**config.mk**
```make
export PLATFORM = sky130hd
export DESIGN_NAME = pulse_seq_top
export DESIGN_NICKNAME = d
export VERILOG_FILES = /design/src/rtl/pst_pkg.sv /design/src/rtl/pst_table.sv /design/src/rtl/pst_pulse.sv /design/src/rtl/pst_ctrl.sv /design/src/rtl/pulse_seq_top.sv
export SDC_FILE = /design/constraint.sdc
export NUM_CORES = 1
export LEC_CHECK = 0
export BUFFER_PORTS_ARGS = -buffer_cell sky130_fd_sc_hd__buf_2
export CAP_MARGIN = 25
export CORE_MARGIN = 1.5
export CORE_UTILIZATION = 30
export CTS_BUF_LIST = sky130_fd_sc_hd__clkbuf_4
export CTS_CLUSTER_SIZE = 16
export DETAILED_ROUTE_END_ITERATION = 8
export MAX_ROUTING_LAYER = met4
export PLACE_DENSITY = 0.48
export RECOVER_POWER = 100
export SLEW_MARGIN = 15
export SYNTH_ARGS = -nofsm -noshare
export SYNTH_HDL_FRONTEND = slang
export SYNTH_SLANG_ARGS = --single-unit
```
**constraint.sdc**
```tcl
create_clock -name clk -period 7.22 [get_ports clk]
set_input_delay 1.083 -clock clk [delete_from_list [all_inputs] [get_ports clk]]
set_output_delay 1.083 -clock clk [all_outputs]
set_load 0.005 [all_outputs]
```
**src/rtl/pst_pkg.sv**
```systemverilog
package pst_pkg;
    localparam int unsigned PST_DEF_WIDTH = 8;

    typedef enum logic [1:0] {
        EV_IDLE,
        EV_FIRE,
        EV_SKIP
    } pst_ev_e;
endpackage

```
**src/rtl/pst_table.sv**
```systemverilog
module pst_table #(
    parameter int TIME_W = 16,
    parameter int DEPTH  = 64,
    localparam int IDX_W = $clog2(DEPTH)
) (
    input  logic              clk,
    input  logic              lock,
    input  logic              wr_en,
    input  logic [IDX_W-1:0]  wr_addr,
    input  logic [TIME_W-1:0] wr_data,
    input  logic [IDX_W-1:0]  rd_addr,
    output logic [TIME_W-1:0] rd_data
);
    logic [TIME_W-1:0] slot_q [DEPTH];

    always_ff @(posedge clk) begin
        for (int k = 0; k < DEPTH; k++) begin
            if (wr_en && !lock && (wr_addr == IDX_W'(k))) begin
                slot_q[k] <= wr_data;
            end
        end
    end

    assign rd_data = slot_q[rd_addr];
endmodule

```
**src/rtl/pst_pulse.sv**
```systemverilog
module pst_pulse #(
    parameter int WIDTH_W = 4
) (
    input  logic               clk,
    input  logic               rst,
    input  logic               fire,
    input  logic [WIDTH_W-1:0] width,
    output logic               active
);
    logic [WIDTH_W-1:0] rem_d, rem_q;

    always_comb begin
        rem_d = rem_q;
        if (fire) begin
            rem_d = width;
        end else if (rem_q != '0) begin
            rem_d = rem_q - 1'b1;
        end
    end

    always_ff @(posedge clk) begin
        if (rst) begin
            rem_q <= '0;
        end else begin
            rem_q <= rem_d;
        end
    end

    assign active = (rem_q != '0);
endmodule

```
**src/rtl/pst_ctrl.sv**
```systemverilog
module pst_ctrl
    import pst_pkg::*;
#(
    parameter int TIME_W  = 16,
    parameter int DEPTH   = 64,
    parameter int WIDTH_W = 4,
    localparam int IDX_W  = $clog2(DEPTH),
    localparam int CNT_W  = IDX_W + 1
) (
    input  logic               clk,
    input  logic               rst,
    input  logic               start,
    input  logic [WIDTH_W-1:0] cfg_width,
    input  logic [CNT_W-1:0]   cfg_count,
    input  logic [TIME_W-1:0]  entry,
    input  logic               pulse_active,
    output logic [IDX_W-1:0]   rd_idx,
    output logic               fire,
    output logic [WIDTH_W-1:0] width,
    output logic               busy,
    output logic               done,
    output logic               err
);
    localparam logic [CNT_W-1:0]   DEPTH_V = CNT_W'(DEPTH);
    localparam logic [WIDTH_W-1:0] DEF_W   = WIDTH_W'(PST_DEF_WIDTH);

    typedef struct packed {
        logic               busy;
        logic               done;
        logic               err;
        logic [TIME_W-1:0]  cnt;
        logic [CNT_W-1:0]   idx;
        logic [CNT_W-1:0]   total;
        logic [WIDTH_W-1:0] width;
        logic [TIME_W-1:0]  prev;
        logic               have_prev;
    } ctrl_t;

    ctrl_t   st_d, st_q;
    pst_ev_e ev;
    logic [TIME_W-1:0] gap;
    logic [TIME_W-1:0] wide_w;

    always_comb begin
        st_d   = st_q;
        ev     = EV_IDLE;
        gap    = entry - st_q.prev;
        wide_w = TIME_W'(st_q.width);
        if (!st_q.busy) begin
            if (start) begin
                st_d.busy      = 1'b1;
                st_d.done      = 1'b0;
                st_d.err       = 1'b0;
                st_d.cnt       = '0;
                st_d.idx       = '0;
                st_d.prev      = '0;
                st_d.have_prev = 1'b0;
                st_d.width     = (cfg_width == '0) ? DEF_W : cfg_width;
                st_d.total     = (cfg_count > DEPTH_V) ? DEPTH_V : cfg_count;
            end
        end else begin
            if (st_q.cnt != '1) begin
                st_d.cnt = st_q.cnt + 1'b1;
            end
            if (st_q.idx < st_q.total) begin
                if (st_q.have_prev && ((entry <= st_q.prev) || (gap <= wide_w))) begin
                    ev = EV_SKIP;
                end else if (entry < st_q.cnt) begin
                    ev = EV_SKIP;
                end else if (entry == st_q.cnt) begin
                    ev = EV_FIRE;
                end
                case (ev)
                    EV_FIRE: begin
                        st_d.idx       = st_q.idx + 1'b1;
                        st_d.prev      = entry;
                        st_d.have_prev = 1'b1;
                    end
                    EV_SKIP: begin
                        st_d.idx = st_q.idx + 1'b1;
                        st_d.err = 1'b1;
                    end
                    default: ;
                endcase
            end else if (!pulse_active) begin
                st_d.busy = 1'b0;
                st_d.done = 1'b1;
            end
        end
    end

    always_ff @(posedge clk) begin
        if (rst) begin
            st_q <= '0;
        end else begin
            st_q <= st_d;
        end
    end

    assign rd_idx = st_q.idx[IDX_W-1:0];
    assign fire   = (ev == EV_FIRE);
    assign width  = st_q.width;
    assign busy   = st_q.busy;
    assign done   = st_q.done;
    assign err    = st_q.err;
endmodule

```
**src/rtl/pulse_seq_top.sv**
```systemverilog
module pulse_seq_top #(
    parameter int TIME_W  = 16,
    parameter int DEPTH   = 64,
    parameter int WIDTH_W = 4,
    localparam int IDX_W  = $clog2(DEPTH),
    localparam int CNT_W  = IDX_W + 1
) (
    input  logic               clk,
    input  logic               rst,
    input  logic               wr_en,
    input  logic [IDX_W-1:0]   wr_addr,
    input  logic [TIME_W-1:0]  wr_data,
    input  logic [WIDTH_W-1:0] cfg_width,
    input  logic [CNT_W-1:0]   cfg_count,
    input  logic               start,
    output logic               pulse_out,
    output logic               busy,
    output logic               done,
    output logic               seq_err
);
    logic [IDX_W-1:0]   rd_idx;
    logic [TIME_W-1:0]  entry;
    logic               fire;
    logic [WIDTH_W-1:0] width;
    logic               active;

    pst_table #(.TIME_W(TIME_W), .DEPTH(DEPTH)) u_table (
        .clk     (clk),
        .lock    (busy),
        .wr_en   (wr_en),
        .wr_addr (wr_addr),
        .wr_data (wr_data),
        .rd_addr (rd_idx),
        .rd_data (entry)
    );

    pst_ctrl #(.TIME_W(TIME_W), .DEPTH(DEPTH), .WIDTH_W(WIDTH_W)) u_ctrl (
        .clk          (clk),
        .rst          (rst),
        .start        (start),
        .cfg_width    (cfg_width),
        .cfg_count    (cfg_count),
        .entry        (entry),
        .pulse_active (active),
        .rd_idx       (rd_idx),
        .fire         (fire),
        .width        (width),
        .busy         (busy),
        .done         (done),
        .err          (seq_err)
    );

    pst_pulse #(.WIDTH_W(WIDTH_W)) u_pulse (
        .clk    (clk),
        .rst    (rst),
        .fire   (fire),
        .width  (width),
        .active (active)
    );

    assign pulse_out = active;
endmodule

```
# == Word-level counts from Yosys, hierarchy flattened ==
# Memory sizes are Yosys's and may differ from the RTL's. A register that Yosys moved wholly into a read port is not among the register bits.
# Cells that the tools add are included.
# classes
n_addsub,4
order_cmp,5
n_eq_ne,75
n_mux,342
n_bitwise,1
n_reduce_logical,143
# ops
op,n
2-to-1 mux 16 bit,64
OR reduction 16 bit,63
2-to-1 mux 6 bit,65
2-to-1 mux 1 bit,194
"equality test 6 bit, second input constant",32
"equality test 6 x 5 -> 1 bit, second input constant",16
logical AND 1 bit,66
2-to-1 mux 54 bit,1
2-to-1 mux 17 bit,3
"equality test 6 x 4 -> 1 bit, second input constant",8
2-to-1 mux 26 bit,1
"equality test 6 x 3 -> 1 bit, second input constant",4
2-to-1 mux 7 bit,3
"adder 16 x 1 -> 16 bit, second input constant",1
equality test 16 bit,1
<= comparator 16 bit,1
<= comparator 16 x 4 -> 1 bit,1
less-than comparator 16 bit,1
2-to-1 mux 2 bit,8
"inequality test 16 bit, second input constant",1
subtractor 16 bit,1
"inequality test 2 bit, second input constant",7
"equality test 6 x 2 -> 1 bit, second input constant",2
2-to-1 mux 4 bit,3
17 further kinds,23
# word_totals
reg_bits,58
ramBits,1024
input_bits,37
out_inout_bits,4
wordCells,581
memories,1
# mem_list
name,depth,width,read_ports,rd_clocked_by_memory_dff,wr,line_no,source
u_table.slot_q,64,16,1,1,1,pst_table.sv:14,logic [TIME_W-1:0] slot_q [DEPTH];

# == Logic depth before layout (Yosys ltp) ==
# Gate-level depths: netlist (run 1).
# logic_depth
ltp_word,69
mapped_depth,25
mapped_depth_nobuf,22

# == Hierarchy ==
# A second synthesis (run 1) with hierarchy kept.
# unflattened
cells_unflattened,2300
hier_area_um2,43705.7
# modules_own_cells
mod,instances,cells_each,area_each_um2,seq_area_each_um2
pst_table,1,1813,39684.3,30749.5
pst_ctrl,1,461,3791.1,1081.0
pst_pulse,1,26,230.2,80.1

# == Worst setup path after synthesis (run 1) ==
# OpenSTA, ideal clock, no wires.
# synth_path
kind,register -> register
from,register (tool-made name)
to,register u_ctrl.st_q (netlist bit u_ctrl.rd_idx[5])
setup_time_ns,0.128
arrival_ns,5.606
required_ns,7.092
setup_slack_ns,1.486
stages_incl_launch_ff,20
path_buffers,2
period_less_slack_ns,5.734
cell_sequence,dfxtp_1 clkbuf_1 buf_1 mux4_2 mux4_2 mux4_2 ha_1 a21oi_1 o21ai_0 mux2_2 a311o_1 nor2_1 nor4_2 or3_1 or2_2 ha_1 o21ai_0 nand4_1 xor2_1 nor2_1
# synth_lines
element,line_no,source
"end signal, assigned",pst_ctrl.sv:96,st_q <= st_d;
"end, declared",pst_ctrl.sv:39,"ctrl_t st_d, st_q;"

==> flow_metrics.tcl, run 1 <==
set metrics [dict create \
    drc 0 \
    insertion_delay_ns 1.23 \
    report.final.setup_viol 0 \
    p_total_mw 12.7 \
    first_global_vias 23744 \
    holdWs_ns 0.143 \
    yosys.area.top_type "edfxtp_1" \
    die_y_um 383 \
    synth.area.top_cells "edfxtp_1, mux4_2, dfxtp_1" \
    synthArstFlopShare 0 \
    final_cell_area_mm2 0.0500 \
    finalCriticalPeriod_ns 6.72 \
    status "finished with violations" \
    worstPathMaxFanout 27 \
    post_cts_buffers 0 \
    grt-ovfl-total 0 \
    place.gp.congestion 0.844 \
    clockRootBuffer "clkbuf_4" \
    drive_gt1_frac 0.346 \
    netlist_area_mm2 0.0433 \
    dp_hpwl_um 70300 \
    drv_cap 43 \
    synth_top_flop_cell "edfxtp_1" \
    fin_setup_tns_ns 0 \
    synth-seq-area-share 0.740 \
    cts.path.max_buffers 4 \
    max_stage_delay_ns 0.59 \
    vias 22357 \
    cp_common_cell "mux4_2" \
    nets 2537 \
    clock_sinks 1088 \
    synth.most_common_cell "edfxtp_1" \
    core_mm2 0.143 \
    finClkSkew_ns 0.0945 \
    maxSlewHeadroom -1.35 \
    synth_top_area_frac 0.711 \
    worst_slack_ns 0.503 \
    avgSynthCellArea_um2 21.1 \
    r2r_setup_slack_ns 0.50 \
    ys_ff_latch 1088 \
    synthCells 2054 \
    drt_iter0_markers 1722 \
    crit_type "flip-flop to flip-flop" \
    htree_levels 5 \
    cp_slowest_cell "mux4_2" \
    final_antenna_net_count 0 \
    fin_util 0.349 \
    synthTopCellsByCount "edfxtp_1, mux4_2, nor2_1, dfxtp_1, inv_1" \
    wl_um 117000 \
    tightestPinTransition_ns 3.52 \
    end_kind "flip-flop" \
    drt-vias-per-instance 4.90 \
    die_area_mm2 0.146 \
    yosys_warnings 0 \
    synthesis.nets 2140 \
    hold_viol 0 \
    rows 139 \
    dp_cells 4039 \
    finalMaxSlewViolations 1232 \
    leakage_nw 15.3 \
    wl_per_cell_um 25.7 \
    ir_drop_mv 0.167 \
    postPlaceCellArea_mm2 0.0468 \
    cp_num_buf_inv 2 \
    grt_pass1_wl_um 167000 \
    pin_count 41 \
    clock.fmax_mhz 149 \
    die_width_um 383 \
    tritoncts "built" \
    power_density_mw_per_mm2 253 \
    path_cells "buf_12, buf_4, mux4_2, mux4_2, mux4_2, ha_1, a21o_1, a21o_1, o21ai_0, a21boi_0, o2111ai_1, nor4_2, or3_1, or2_2, ha_1, o21ai_0, nand4_1, xor2_1, nor2_1" \
    fillers 13612 \
    syn2layout_area_growth_pct 15.5 \
    crit_required_ns 8.29 \
    synth-edff-count 1024 \
    critPathTopFamily "multiplexers" \
    clk_pin_slew_ns 0.06 \
    detail_route.first_pass.iterations 5 \
    post-route-period-util 0.930 \
    startpoint_type "flip-flop" \
    cp.arrival_ns 7.79 \
    port_buffers 40 \
    rsz0062_at_grt "no" \
    min_path_type "input pin to flip-flop" \
    dpl_worst_slack_ns 0.535 \
    antenna_found_initial 13 \
    start_util 0.302 \
    yosys.cell_types.count 56 \
    cts_buffers 309 \
    failed_checks "capacitance limit, slew limit" \
    fin_cells 4564 \
    grt_start_max_net_pins 65 \
    grtUsageTotal 0.166 \
]
[registers in the layout, summed over array words and instances (netlist names), named ones only]
signal and cells:
u_ctrl.st_q 41, u_pulse.rem_q 4, u_ctrl.err 1, u_ctrl.width 4
u_ctrl.done 1, u_table.slot_q 1024, u_ctrl.rd_idx 6, u_ctrl.busy 1
[layout by cell type (no fill, tap or decap), types with 11 or more instances in the layout]
cell type     n
o21ai_0      28
nand3_1      19
buf_12       13
clkinv_1     50
clkbuf_4    439
nor3_1       13
xnor2_1      11
buf_2        28
a21oi_1      51
ha_1         48
nor2_1       86
dfxtp_1      60
diode_2      23
nand2_1      43
inv_1        54
mux4_2      336
a22o_1       16
buf_4        42
nor2b_1      11
clkbuf_1     97
nor2_2       29
edfxtp_1   1024
[final cells by class]
cell class,count,area (um^2),share of cell area
sequential,1088,32000,0.641
multi-input combinational,815,10600,0.213
clock buffer,439,3300,0.0659
tap,1903,2380,0.0476
timing repair buffer,183,1120,0.0223
clock inverter,59,231,0.00463
inverter,54,203,0.00406
antenna,23,57.6,0.00115
[layer usage]
metal  GRT usage  share of wire  up-vias
li1            -              -     9557
met1       0.210           0.43    11895
met2       0.264           0.49      750
met3      0.0408          0.059      155
met4      0.0470          0.016        0
met5           -              0        -
[worst reg2reg max path: cells and delay by family, from the launching register on]
family	cells	cell delay (ns)
adder cells (fa/ha/maj)	2	0.69
AND/OR/NAND/NOR	5	1.05
buffers and inverters	2	0.69
multiplexers	3	1.75
XOR/XNOR	1	0.21
AO/OA/AOI/OAI	6	1.71
flip-flops	1	0.46
[what timing repair did]
| item | in CTS | in global routing |
|---|---|---|
| gates resized for setup | 0 | 0 |
| hold endpoints to repair | 1 | 0 |
| hold buffers | 1 | 0 |
[power by group]
part           switching (mW)  internal (mW)
Clock                    2.46           2.76
Sequential             0.0194           6.94
Combinational           0.315          0.163
[logic make-up (layout without fill, tap and decap cells)]
kind of cell	after synthesis	in the layout	share of synthesized area
fa+ha+maj	49	49	0.0143
other cells	0	23	0
mux	341	341	0.176
buf+inv	151	735	0.0152
simple gates	262	262	0.0287
xor+xnor	18	18	0.00364
compound gates	145	145	0.0216
flops	1088	1088	0.740
[path summary, 6_finish.rpt]
kind	endpoint	startpoint	cells after the start
setup / recovery	flip-flop	flip-flop	19
hold / removal	u_ctrl.width[1]	cfg_width[1]	3
setup reg to reg	flip-flop	flip-flop	19
hold reg to reg	u_ctrl.st_q[21]	u_ctrl.st_q[21]	2
Power figures use the tool's default switching activity.
==> inputs of run 2 (changes only) <==
--- a/config.mk
+++ b/config.mk
@@ -7,13 +7,15 @@
 export LEC_CHECK = 0
 export BUFFER_PORTS_ARGS = -buffer_cell sky130_fd_sc_hd__buf_2
 export CAP_MARGIN = 25
+export CELL_PAD_IN_SITES_DETAIL_PLACEMENT = 0
+export CELL_PAD_IN_SITES_GLOBAL_PLACEMENT = 1
 export CORE_MARGIN = 1.5
 export CORE_UTILIZATION = 30
 export CTS_BUF_LIST = sky130_fd_sc_hd__clkbuf_4
 export CTS_CLUSTER_SIZE = 16
 export DETAILED_ROUTE_END_ITERATION = 8
 export MAX_ROUTING_LAYER = met4
-export PLACE_DENSITY = 0.48
+export PLACE_DENSITY = 0.52
 export RECOVER_POWER = 100
 export SLEW_MARGIN = 15
 export SYNTH_ARGS = -nofsm -noshare
==> flow_metrics.tcl, run 2 (same netlist as run 1, synthesis figures left out) <==
set metrics [dict create \
    insertion_delay_ns 1.21 \
    power_density_mw_per_mm2 254 \
    report.final.setup_viol 0 \
    die_y_um 383 \
    failed_checks "capacitance limit, slew limit" \
    post_cts_buffers 0 \
    fin_setup_tns_ns 0 \
    largest_reg_flops 1024 \
    cts.path.max_buffers 4 \
    clock_sinks 1088 \
    grt-ovfl-total 0 \
    clk_pin_slew_ns 0.06 \
    grt_start_max_net_pins 65 \
    tritoncts "built" \
    path_cells "buf_12, buf_4, mux4_2, mux4_2, mux4_2, ha_1, nand2_1, o21ai_0, mux2_1, a311o_1, nor2_1, nor4_1, buf_4, or3_1, or2_2, ha_1, o21ai_0, buf_4, nand4_1, xor2_1, nor2_1" \
    p_total_mw 12.7 \
    tightestPinTransition_ns 3.43 \
    startpoint_type "flip-flop" \
    holdWs_ns 0.240 \
    leakage_nw 15.2 \
    finalCriticalPeriod_ns 6.77 \
    final_antenna_net_count 0 \
    max_stage_delay_ns 0.59 \
    crit_required_ns 8.19 \
    cp_slowest_cell "mux4_2" \
    end_kind "flip-flop" \
    ctsHoldBuffers 0 \
    route.met3.wl_um 7140 \
    regArea_mm2 0.0320 \
    port_buffers 40 \
    drt_iter0_markers 1994 \
    drc 0 \
    post-route-period-util 0.938 \
    first_global_vias 23397 \
    hold_viol 0 \
    wl_per_cell_um 25.7 \
    regMostFlops "u_table.slot_q" \
    drv_cap 57 \
    met2_length_um 56300 \
    drive_gt1_frac 0.345 \
    crit_type "flip-flop to flip-flop" \
    clock.fmax_mhz 148 \
    fillers 13626 \
    drt-vias-per-instance 4.91 \
    htree_levels 5 \
    clockRootBuffer "clkbuf_4" \
    grt_pass1_wl_um 166000 \
    worstPathMaxFanout 13 \
    postPlaceCellArea_mm2 0.0467 \
    start_util 0.302 \
    die_area_mm2 0.146 \
    nets 2516 \
    vias 22211 \
    dp_hpwl_um 66500 \
    rows 139 \
    ir_drop_mv 0.136 \
    maxSlewHeadroom -1.29 \
    finClkSkew_ns 0.124 \
    top_layer_used "met4" \
    finalMaxSlewViolations 1532 \
    rsz0062_at_grt "no" \
    cts.repair.resized 0 \
    final_cell_area_mm2 0.0499 \
    antenna_found_initial 20 \
    cts_buffers 309 \
    core_mm2 0.143 \
    detail_route.first_pass.iterations 6 \
    final_common_cell "edfxtp_1" \
    place.gp.congestion 0.814 \
    status "finished with violations" \
    cp.arrival_ns 7.74 \
    layout_common_cells "edfxtp_1, clkbuf_4, mux4_2" \
    die_width_um 383 \
    wl_um 117000 \
    pin_count 41 \
    min_path_type "input pin to flip-flop" \
    syn2layout_area_growth_pct 15.3 \
    wl_met1_um 50200 \
    grtUsageTotal 0.164 \
    multi_input_comb_area_mm2 0.0106 \
]
-- run 2: final cells by class --
type	instances	share of cell area
antenna	15	0.000753
timing repair buffer	162	0.0214
tap	1903	0.0478
clock buffer	439	0.0661
multi-input combinational	815	0.213
sequential	1088	0.643
clock inverter	51	0.00396
inverter	54	0.00407
-- run 2: final timing paths --
path                            cells after the start               to             from  slack, ns
worst min-delay path                                3  u_ctrl.width[1]     cfg_width[1]       0.24
worst max register to register                     21        flip-flop        flip-flop       0.45
worst max-delay path                               21        flip-flop        flip-flop       0.45
worst min register to register                      2  u_ctrl.st_q[25]  u_ctrl.st_q[25]       0.46
-- run 2: metrics by stage --
step	instances	utilization	worst slack (ns)
2_1_floorplan	2054	-	1.49
3_3_place_gp	4014	0.325	0.398
3_5_place_dp	4019	0.326	0.444
4_1_cts	4509	0.350	0.398
5_1_grt	4526	0.348	0.0543
6_report	4527	0.348	0.446
-- run 2: per-layer routing --
metal | GRT usage | vias up
li1 | - | 9504
met1 | 0.207 | 11741
met2 | 0.257 | 728
met3 | 0.0421 | 238
met4 | 0.0575 | 0
met5 | - | -
-- run 2: worst max-delay path, delay by kind of cell, from the launching register on --
family          cells  cell delay (ns)
compound gates      3             0.95
flops               1             0.54
mux                 4             2.08
buf+inv             4             0.90
fa+ha+maj           2             0.76
simple gates        7             1.13
xor+xnor            1             0.26
-- run 2: report_power, final --
group	internal [mW]	switching, mW
Clock	2.76	2.46
Sequential	6.94	0.0167
Combinational	0.166	0.312
